==> config.mk <==
export PLATFORM = sky130hd
export DESIGN_NAME = sif_irq_ctrl
export DESIGN_NICKNAME = d
export VERILOG_FILES = /design/src/rtl/sif_irq_pkg.sv /design/src/rtl/sif_irq_level.sv /design/src/rtl/sif_irq_timeout.sv /design/src/rtl/sif_irq_sticky.sv /design/src/rtl/sif_irq_ctrl.sv
export SDC_FILE = /design/constraint.sdc
export NUM_CORES = 1
export LEC_CHECK = 0
export BUFFER_PORTS_ARGS = -buffer_cell sky130_fd_sc_hd__buf_2
export CORE_MARGIN = 2
export CORE_UTILIZATION = 37
export DETAILED_ROUTE_END_ITERATION = 8
export PLACE_DENSITY_LB_ADDON = 0.15
export RECOVER_POWER = 25
export SYNTH_ARGS = -nofsm -noshare
export SYNTH_HDL_FRONTEND = slang
export SYNTH_SLANG_ARGS = --single-unit
==> constraint.sdc <==
create_clock -name clk -period 1.2 [get_ports clk]
set_input_delay 0 -clock clk [delete_from_list [all_inputs] [get_ports clk]]
set_output_delay 0 -clock clk [all_outputs]
set_load 0.1 [all_outputs]
==> src/rtl/sif_irq_pkg.sv <==
// Package: shared bit positions and fixed thresholds for the serial port
// interrupt controller. Assumes a 4-bit interrupt vector.
package sif_irq_pkg;
    localparam int IRQ_W     = 4;
    localparam int BIT_TX    = 3;
    localparam int BIT_RX    = 2;
    localparam int BIT_TMO   = 1;
    localparam int BIT_OVR   = 0;
    localparam int TX_THRESH = 4;
    localparam int RX_THRESH = 4;

    typedef logic [IRQ_W-1:0] irq_vec_t;
endpackage

==> src/rtl/sif_irq_level.sv <==
// Module: watermark comparator. Flags whether a FIFO occupancy count is at or
// below (AT_OR_ABOVE=0) or at or above (AT_OR_ABOVE=1) a fixed threshold.
// Purely combinational. Assumes the count never exceeds 2**LW-1.
module sif_irq_level #(
    parameter int LW          = 4,
    parameter int THRESH      = 4,
    parameter bit AT_OR_ABOVE = 1'b0
) (
    input  logic [LW-1:0] level,
    output logic          hit
);
    localparam logic [LW-1:0] THR = LW'(THRESH);

    generate
        if (AT_OR_ABOVE) begin : g_above
            // Compare for the receive-style threshold
            always_comb hit = (level >= THR);
        end else begin : g_below
            // Compare for the transmit-style threshold
            always_comb hit = (level <= THR);
        end
    endgenerate
endmodule

==> src/rtl/sif_irq_timeout.sv <==
// Module: receive timeout source. Counts bit-period ticks while the receive
// FIFO holds data and the line is idle. After TICKS such ticks it latches a
// flag. Received frames, FIFO reads, an empty FIFO and a busy line restart the
// count. Assumes the strobes last one cycle.
module sif_irq_timeout #(
    parameter int TICKS = 32
) (
    input  logic clk,
    input  logic rst_n,
    input  logic rx_empty,
    input  logic rx_frame,
    input  logic rx_pop,
    input  logic port_idle,
    input  logic bit_tick,
    input  logic clr,
    output logic flag
);
    localparam int TW = $clog2(TICKS + 1);
    localparam logic [TW-1:0] LAST = TW'(TICKS - 1);
    localparam logic [TW-1:0] FULL = TW'(TICKS);

    logic [TW-1:0] cnt;
    logic          restart;
    logic          fire;

    // Restart and fire conditions for the tick counter
    always_comb begin
        restart = rx_frame | rx_pop | rx_empty | ~port_idle;
        fire    = ~restart & bit_tick & (cnt == LAST);
    end

    // Saturating count of qualified idle ticks
    always_ff @(posedge clk) begin
        if (!rst_n)
            cnt <= '0;
        else if (restart)
            cnt <= '0;
        else if (bit_tick && cnt != FULL)
            cnt <= cnt + 1'b1;
    end

    // Sticky timeout flag; setting wins over every clear cause
    always_ff @(posedge clk) begin
        if (!rst_n)
            flag <= 1'b0;
        else if (fire)
            flag <= 1'b1;
        else if (rx_empty || rx_frame || clr)
            flag <= 1'b0;
    end

    AST_CNT_BOUND: assert property (@(posedge clk) disable iff (!rst_n) cnt <= FULL);
    AST_TMO_NEEDS_DATA: assert property (@(posedge clk) disable iff (!rst_n) $rose(flag) |-> !$past(rx_empty));
    AST_TMO_CLR_FRAME: assert property (@(posedge clk) disable iff (!rst_n) rx_frame |=> !flag);
    AST_TMO_CLR_EMPTY: assert property (@(posedge clk) disable iff (!rst_n) rx_empty |=> !flag);
endmodule

==> src/rtl/sif_irq_sticky.sv <==
// Module: write-one-to-clear sticky flag. A set pulse latches the flag and a
// clear pulse drops it; setting wins when both arrive in one cycle.
module sif_irq_sticky (
    input  logic clk,
    input  logic rst_n,
    input  logic set,
    input  logic clr,
    output logic flag
);
    // Hold the event until software clears it
    always_ff @(posedge clk) begin
        if (!rst_n)
            flag <= 1'b0;
        else if (set)
            flag <= 1'b1;
        else if (clr)
            flag <= 1'b0;
    end

    AST_STICKY_HOLD: assert property (@(posedge clk) disable iff (!rst_n) (flag && !clr) |=> flag);
    AST_SET_WINS: assert property (@(posedge clk) disable iff (!rst_n) set |=> flag);
endmodule

==> src/rtl/sif_irq_ctrl.sv <==
// Module: serial port interrupt controller top. Combines two watermark levels,
// a receive timeout and a receive overrun into raw, masked and combined
// interrupt outputs, and holds the enable mask. Assumes the level inputs lie
// in 0..DEPTH and the strobes last one cycle.
module sif_irq_ctrl
    import sif_irq_pkg::*;
#(
    parameter int DEPTH = 8,
    parameter int TICKS = 32,
    parameter int LW    = $clog2(DEPTH + 1)
) (
    input  logic          clk,
    input  logic          rst_n,
    input  logic [LW-1:0] tx_level,
    input  logic [LW-1:0] rx_level,
    input  logic          rx_frame,
    input  logic          rx_ovr,
    input  logic          rx_pop,
    input  logic          bit_tick,
    input  logic          port_idle,
    input  logic          mask_wr,
    input  logic [3:0]    mask_wdata,
    input  logic          clr_wr,
    input  logic [3:0]    clr_wdata,
    output logic [3:0]    mask_q,
    output logic [3:0]    raw_q,
    output logic [3:0]    masked_q,
    output logic          irq
);
    localparam logic [LW-1:0] FULL_LVL = LW'(DEPTH);

    logic tx_hit, rx_hit, tmo_flag, ovr_flag;
    logic rx_empty, ovr_set;

    // Receive-side conditions shared by the sticky sources
    always_comb begin
        rx_empty = (rx_level == '0);
        ovr_set  = rx_ovr | (rx_frame & (rx_level == FULL_LVL));
    end

    sif_irq_level #(.LW(LW), .THRESH(TX_THRESH), .AT_OR_ABOVE(1'b0)) u_tx_lvl (
        .level (tx_level),
        .hit   (tx_hit)
    );

    sif_irq_level #(.LW(LW), .THRESH(RX_THRESH), .AT_OR_ABOVE(1'b1)) u_rx_lvl (
        .level (rx_level),
        .hit   (rx_hit)
    );

    sif_irq_timeout #(.TICKS(TICKS)) u_tmo (
        .clk       (clk),
        .rst_n     (rst_n),
        .rx_empty  (rx_empty),
        .rx_frame  (rx_frame),
        .rx_pop    (rx_pop),
        .port_idle (port_idle),
        .bit_tick  (bit_tick),
        .clr       (clr_wr & clr_wdata[BIT_TMO]),
        .flag      (tmo_flag)
    );

    sif_irq_sticky u_ovr (
        .clk   (clk),
        .rst_n (rst_n),
        .set   (ovr_set),
        .clr   (clr_wr & clr_wdata[BIT_OVR]),
        .flag  (ovr_flag)
    );

    // Enable mask register
    always_ff @(posedge clk) begin
        if (!rst_n)
            mask_q <= '0;
        else if (mask_wr)
            mask_q <= mask_wdata;
    end

    // Assemble raw, masked and combined outputs
    always_comb begin
        raw_q          = '0;
        raw_q[BIT_TX]  = tx_hit;
        raw_q[BIT_RX]  = rx_hit;
        raw_q[BIT_TMO] = tmo_flag;
        raw_q[BIT_OVR] = ovr_flag;
        masked_q       = raw_q & mask_q;
        irq            = |masked_q;
    end

    AST_MASK_LOAD: assert property (@(posedge clk) disable iff (!rst_n) mask_wr |=> mask_q == $past(mask_wdata));
    AST_MASK_HOLD: assert property (@(posedge clk) disable iff (!rst_n) !mask_wr |=> $stable(mask_q));
    AST_OVR_FULL: assert property (@(posedge clk) disable iff (!rst_n) (rx_frame && rx_level == FULL_LVL) |=> raw_q[BIT_OVR]);
    AST_OVR_ZERO_WR: assert property (@(posedge clk) disable iff (!rst_n) (raw_q[BIT_OVR] && !(clr_wr && clr_wdata[BIT_OVR])) |=> raw_q[BIT_OVR]);
    AST_MASKED_SUB: assert property (@(posedge clk) disable iff (!rst_n) (masked_q & ~mask_q) == 4'b0000);
endmodule

==> implementation parameters <==
Parameter                              Value

Routing
  Post-DR vias/cell    about 5
  Remaining antenna violation count after routing    0
  First drt pass iteration count    2
  DRC violation count after routing    0
  Average wire per standard cell    12.1 µm
  Number of DRC violations after detailed-routing iteration 0    7
  Total vias in the final route    between 600 and 700
  Total detailed-routing wirelength    ~1600 µm

Synthesis
  Cells taking the most area after synthesis    sky130_fd_sc_hd__dfxtp_1 (37%), sky130_fd_sc_hd__mux2i_1 (9.2%), sky130_fd_sc_hd__buf_4 (4.6%), sky130_fd_sc_hd__and2_1 (3.8%), sky130_fd_sc_hd__ha_1 (3.8%)
  YS warnings    0
  Synthesized instance count    73
  Post-synthesis cell type count    31
  Main combinational cell family by area after synthesis    simple AND/OR/NAND/NOR gates
  Compound-gate portion of the synthesized area    11.5%
  Multiplexer fraction of the synthesized cell area    ~9%
  Fraction of the mapped netlist area in adder cells    ~3.8%
  Most instantiated flip-flop cell in the synthesis netlist    sky130_fd_sc_hd__dfxtp_1
  Most frequent cells after synthesis    sky130_fd_sc_hd__dfxtp_1 (12), sky130_fd_sc_hd__mux2i_1 (6), sky130_fd_sc_hd__nand2_1 (6)
  Post-synthesis async set-or-reset flop share    0%
  Most common cell in the netlist    sky130_fd_sc_hd__dfxtp_1
  Parity-gate share of the synthesized area counting xor and xnor cells    2.68%
  Fraction of the yosys area taken by sequential cells    36.8%
  Area share of the leading cell type in the synthesized netlist    between 30% and 40%
  Post-Synthesis Mean Instance Area    between 8 and 9 µm²
  Number of enable flip-flop cells after synthesis    0
  Net count of the mapped netlist    100
  Cell type with the highest aggregate area in the netlist    sky130_fd_sc_hd__dfxtp_1
  Area of the mapped netlist    653 µm²
  Synthesized-area fraction occupied by and/or/nand/nor cells    between 20% and 30%
  Flip-flop and latch count after synthesis    12

Clock tree
  Worst-path clk slew    ~0.07 ns
  Clock buffer count from CTS    3
  Library cell used as clock root buffer    sky130_fd_sc_hd__clkbuf_4
  Clk_lat worst skew    0.28 ns
  CTS tree    yes
  H-tree levels    1
  Number of buffers on the longest clock path    2
  Sink count of the clock tree    12

Layout
  Number of cells in the finished layout apart from fillers    roughly 140
  Final core utilization    between 60% and 70%
  Fraction of layout instances using a drive strength above 1    a little over half
  Total Nets Final    between 100 and 150
  Final design instance area without fill    around 1100 µm²
  Area growth from synthesis to final layout    67.1%
  Count of antenna diodes in the layout    0

Job
  Max-capacitance violation count    0

Place
  HPWL after detailed placement    between 1000 and 1500 µm
  # port buffers    35
  RePlAce Congestion    ~0.65
  Placed cells    125
  Area after detailed placement    955 µm²

Floorplanning
  Top-level I/O count    38
  Die extent in y    between 40 and 50 µm
  Die width    between 40 and 50 µm
  Starting density of the core    38.7%
  Placement row count    15
  Core area    between 1500 and 2000 µm²
  Die area    about 2100 µm²

Outcome
  Violations in the final reports    hold timing, setup timing
  Run status    complete, but fails checks

Setup path
  Required @ worst endpoint    roughly 1.2 ns
  Kind of capture point of the worst setup path    output port
  Category of the worst setup path launch point    flop
  Path type of the worst setup path    reg2out
  Critical path fanouts, max    3
  Critical path arrival    1.39 ns

Global routing
  Maximum number of pins on one net before global-route repair    8
  Wire length of the first global-routing pass    2440 µm
  Total gr overflow    0
  Initial antenna violation count    0
  Combined global-route utilization of all metal layers    between 10% and 20%
  Vias in the first global route    a little over 600

Timing
  RSZ-0062 raised after global routing    true
  Skew final    between 0.007 and 0.008 ns
  Final clock period utilization by the worst path    116%
  Highest attainable clock frequency    721 MHz
  Final min period    around 1.4 ns
  Final hold slack    -0.00106 ns
  Number of hold-slack violations in the final timing report    1
  Final critical-path setup slack    -0.186 ns
  Pin slew with the least headroom to its limit    ~0.55 ns
  Number of setup violations in the final report    1
  Max-slew headroom    63.8%
  Number of max-slew violations in the final report    0

Min path
  Class of the tightest hold or removal check    in2reg

Power and ir drop
  Overall power    1.07 mW
  LEAKAGE    just under 0.5 nW
  Worst vdd ir    ~0.8 mV
  PwrDens    982 nW/µm²
[repair_timing]
action	4_1_cts	5_1_grt
setup endpoints to repair	5	7
hold endpoints to repair	5	0
hold buffers	5	0
setup buffers	0	1
pin swaps	0	4
resized for setup	4	6
[final timing paths]
kind	start	to	slack, ns	cells after the start
worst max register to register	u_tmo.cnt[1]	u_tmo.cnt[2]	0.01	4
worst min register to register	u_tmo.cnt[0]	u_tmo.cnt[0]	0.48	2
worst max-delay path	mask_q[2]	irq	-0.19	3
worst min-delay path	rst_n	u_ovr.flag	-0.001	2
[cell usage in the layout (no fill, tap or decap), drive strengths merged, types with 2 or more instances in the layout]
cell and count:
ha 2, clkbuf 6, dfxtp 12, inv 3, nand4 2, and2 4
mux2i 6, nor2b 4, xor2 2, a21oi 2, dlygate4sd3 5, nor2 4
buf 40, nand3 4, nand2 6
[layer usage]
| metal | vias to the layer above | part of all wire (%) | track usage [%] |
|---|---|---|---|
| li1 | 344 | - | - |
| met1 | 318 | 46 | 21.0 |
| met2 | 26 | 47 | 25.3 |
| met3 | 2 | 6.1 | 3.97 |
| met4 | 0 | 0.80 | 6.86 |
| met5 | - | 0 | 0 |
[per-stage QoR]
step	hold slack [ns]	worst slack (ns)	TNS [ns]
after floorplan	0.127	-0.227	-0.227
after global placement	0.225	-0.0884	-0.0884
after detailed placement	0.228	-0.0905	-0.153
after CTS	0.00487	-0.192	-0.192
after global routing	0.00628	-0.223	-0.303
final	-0.00106	-0.186	-0.186
[layout make-up]
type | instances | area (µm²)
fillers | 141 | 598
multi-input cells | 52 | 405
repair buffers | 47 | 362
flip-flops and latches | 12 | 255
clock buffers | 4 | 36.3
well taps | 17 | 21.3
inverters | 3 | 11.3
[sequential cells by signal, indices dropped and copies added, names as in the netlist]
signal,flops
mask_q,4
u_ovr.flag,1
u_tmo.cnt,6
u_tmo.flag,1
[kinds of logic (layout without fill, tap and decap cells)]
| kind of cell | after synthesis | after routing |
|---|---|---|
| AOI/OAI and AO/OA | 10 | 10 |
| buffers and inverters | 9 | 54 |
| and+or+nand+nor | 32 | 32 |
| DFF | 12 | 12 |
| adders and majority gates | 2 | 2 |
| xor gates and xnor gates | 2 | 2 |
| muxes | 6 | 6 |
[worst max-delay path, stage by stage, from the launching register on]
cell and delay, ns:
sky130_fd_sc_hd__dfxtp_4 0.35, sky130_fd_sc_hd__and2_4 0.13, sky130_fd_sc_hd__a2111o_2 0.44, sky130_fd_sc_hd__buf_6 0.19
[where the power goes]
part | internal [mW] | switching, mW
clock | 0.185 | 0.149
sequential | 0.407 | 0.00780
combinational | 0.112 | 0.211
total | 0.703 | 0.368
No activity file was read; power rests on OpenSTA's default activity.
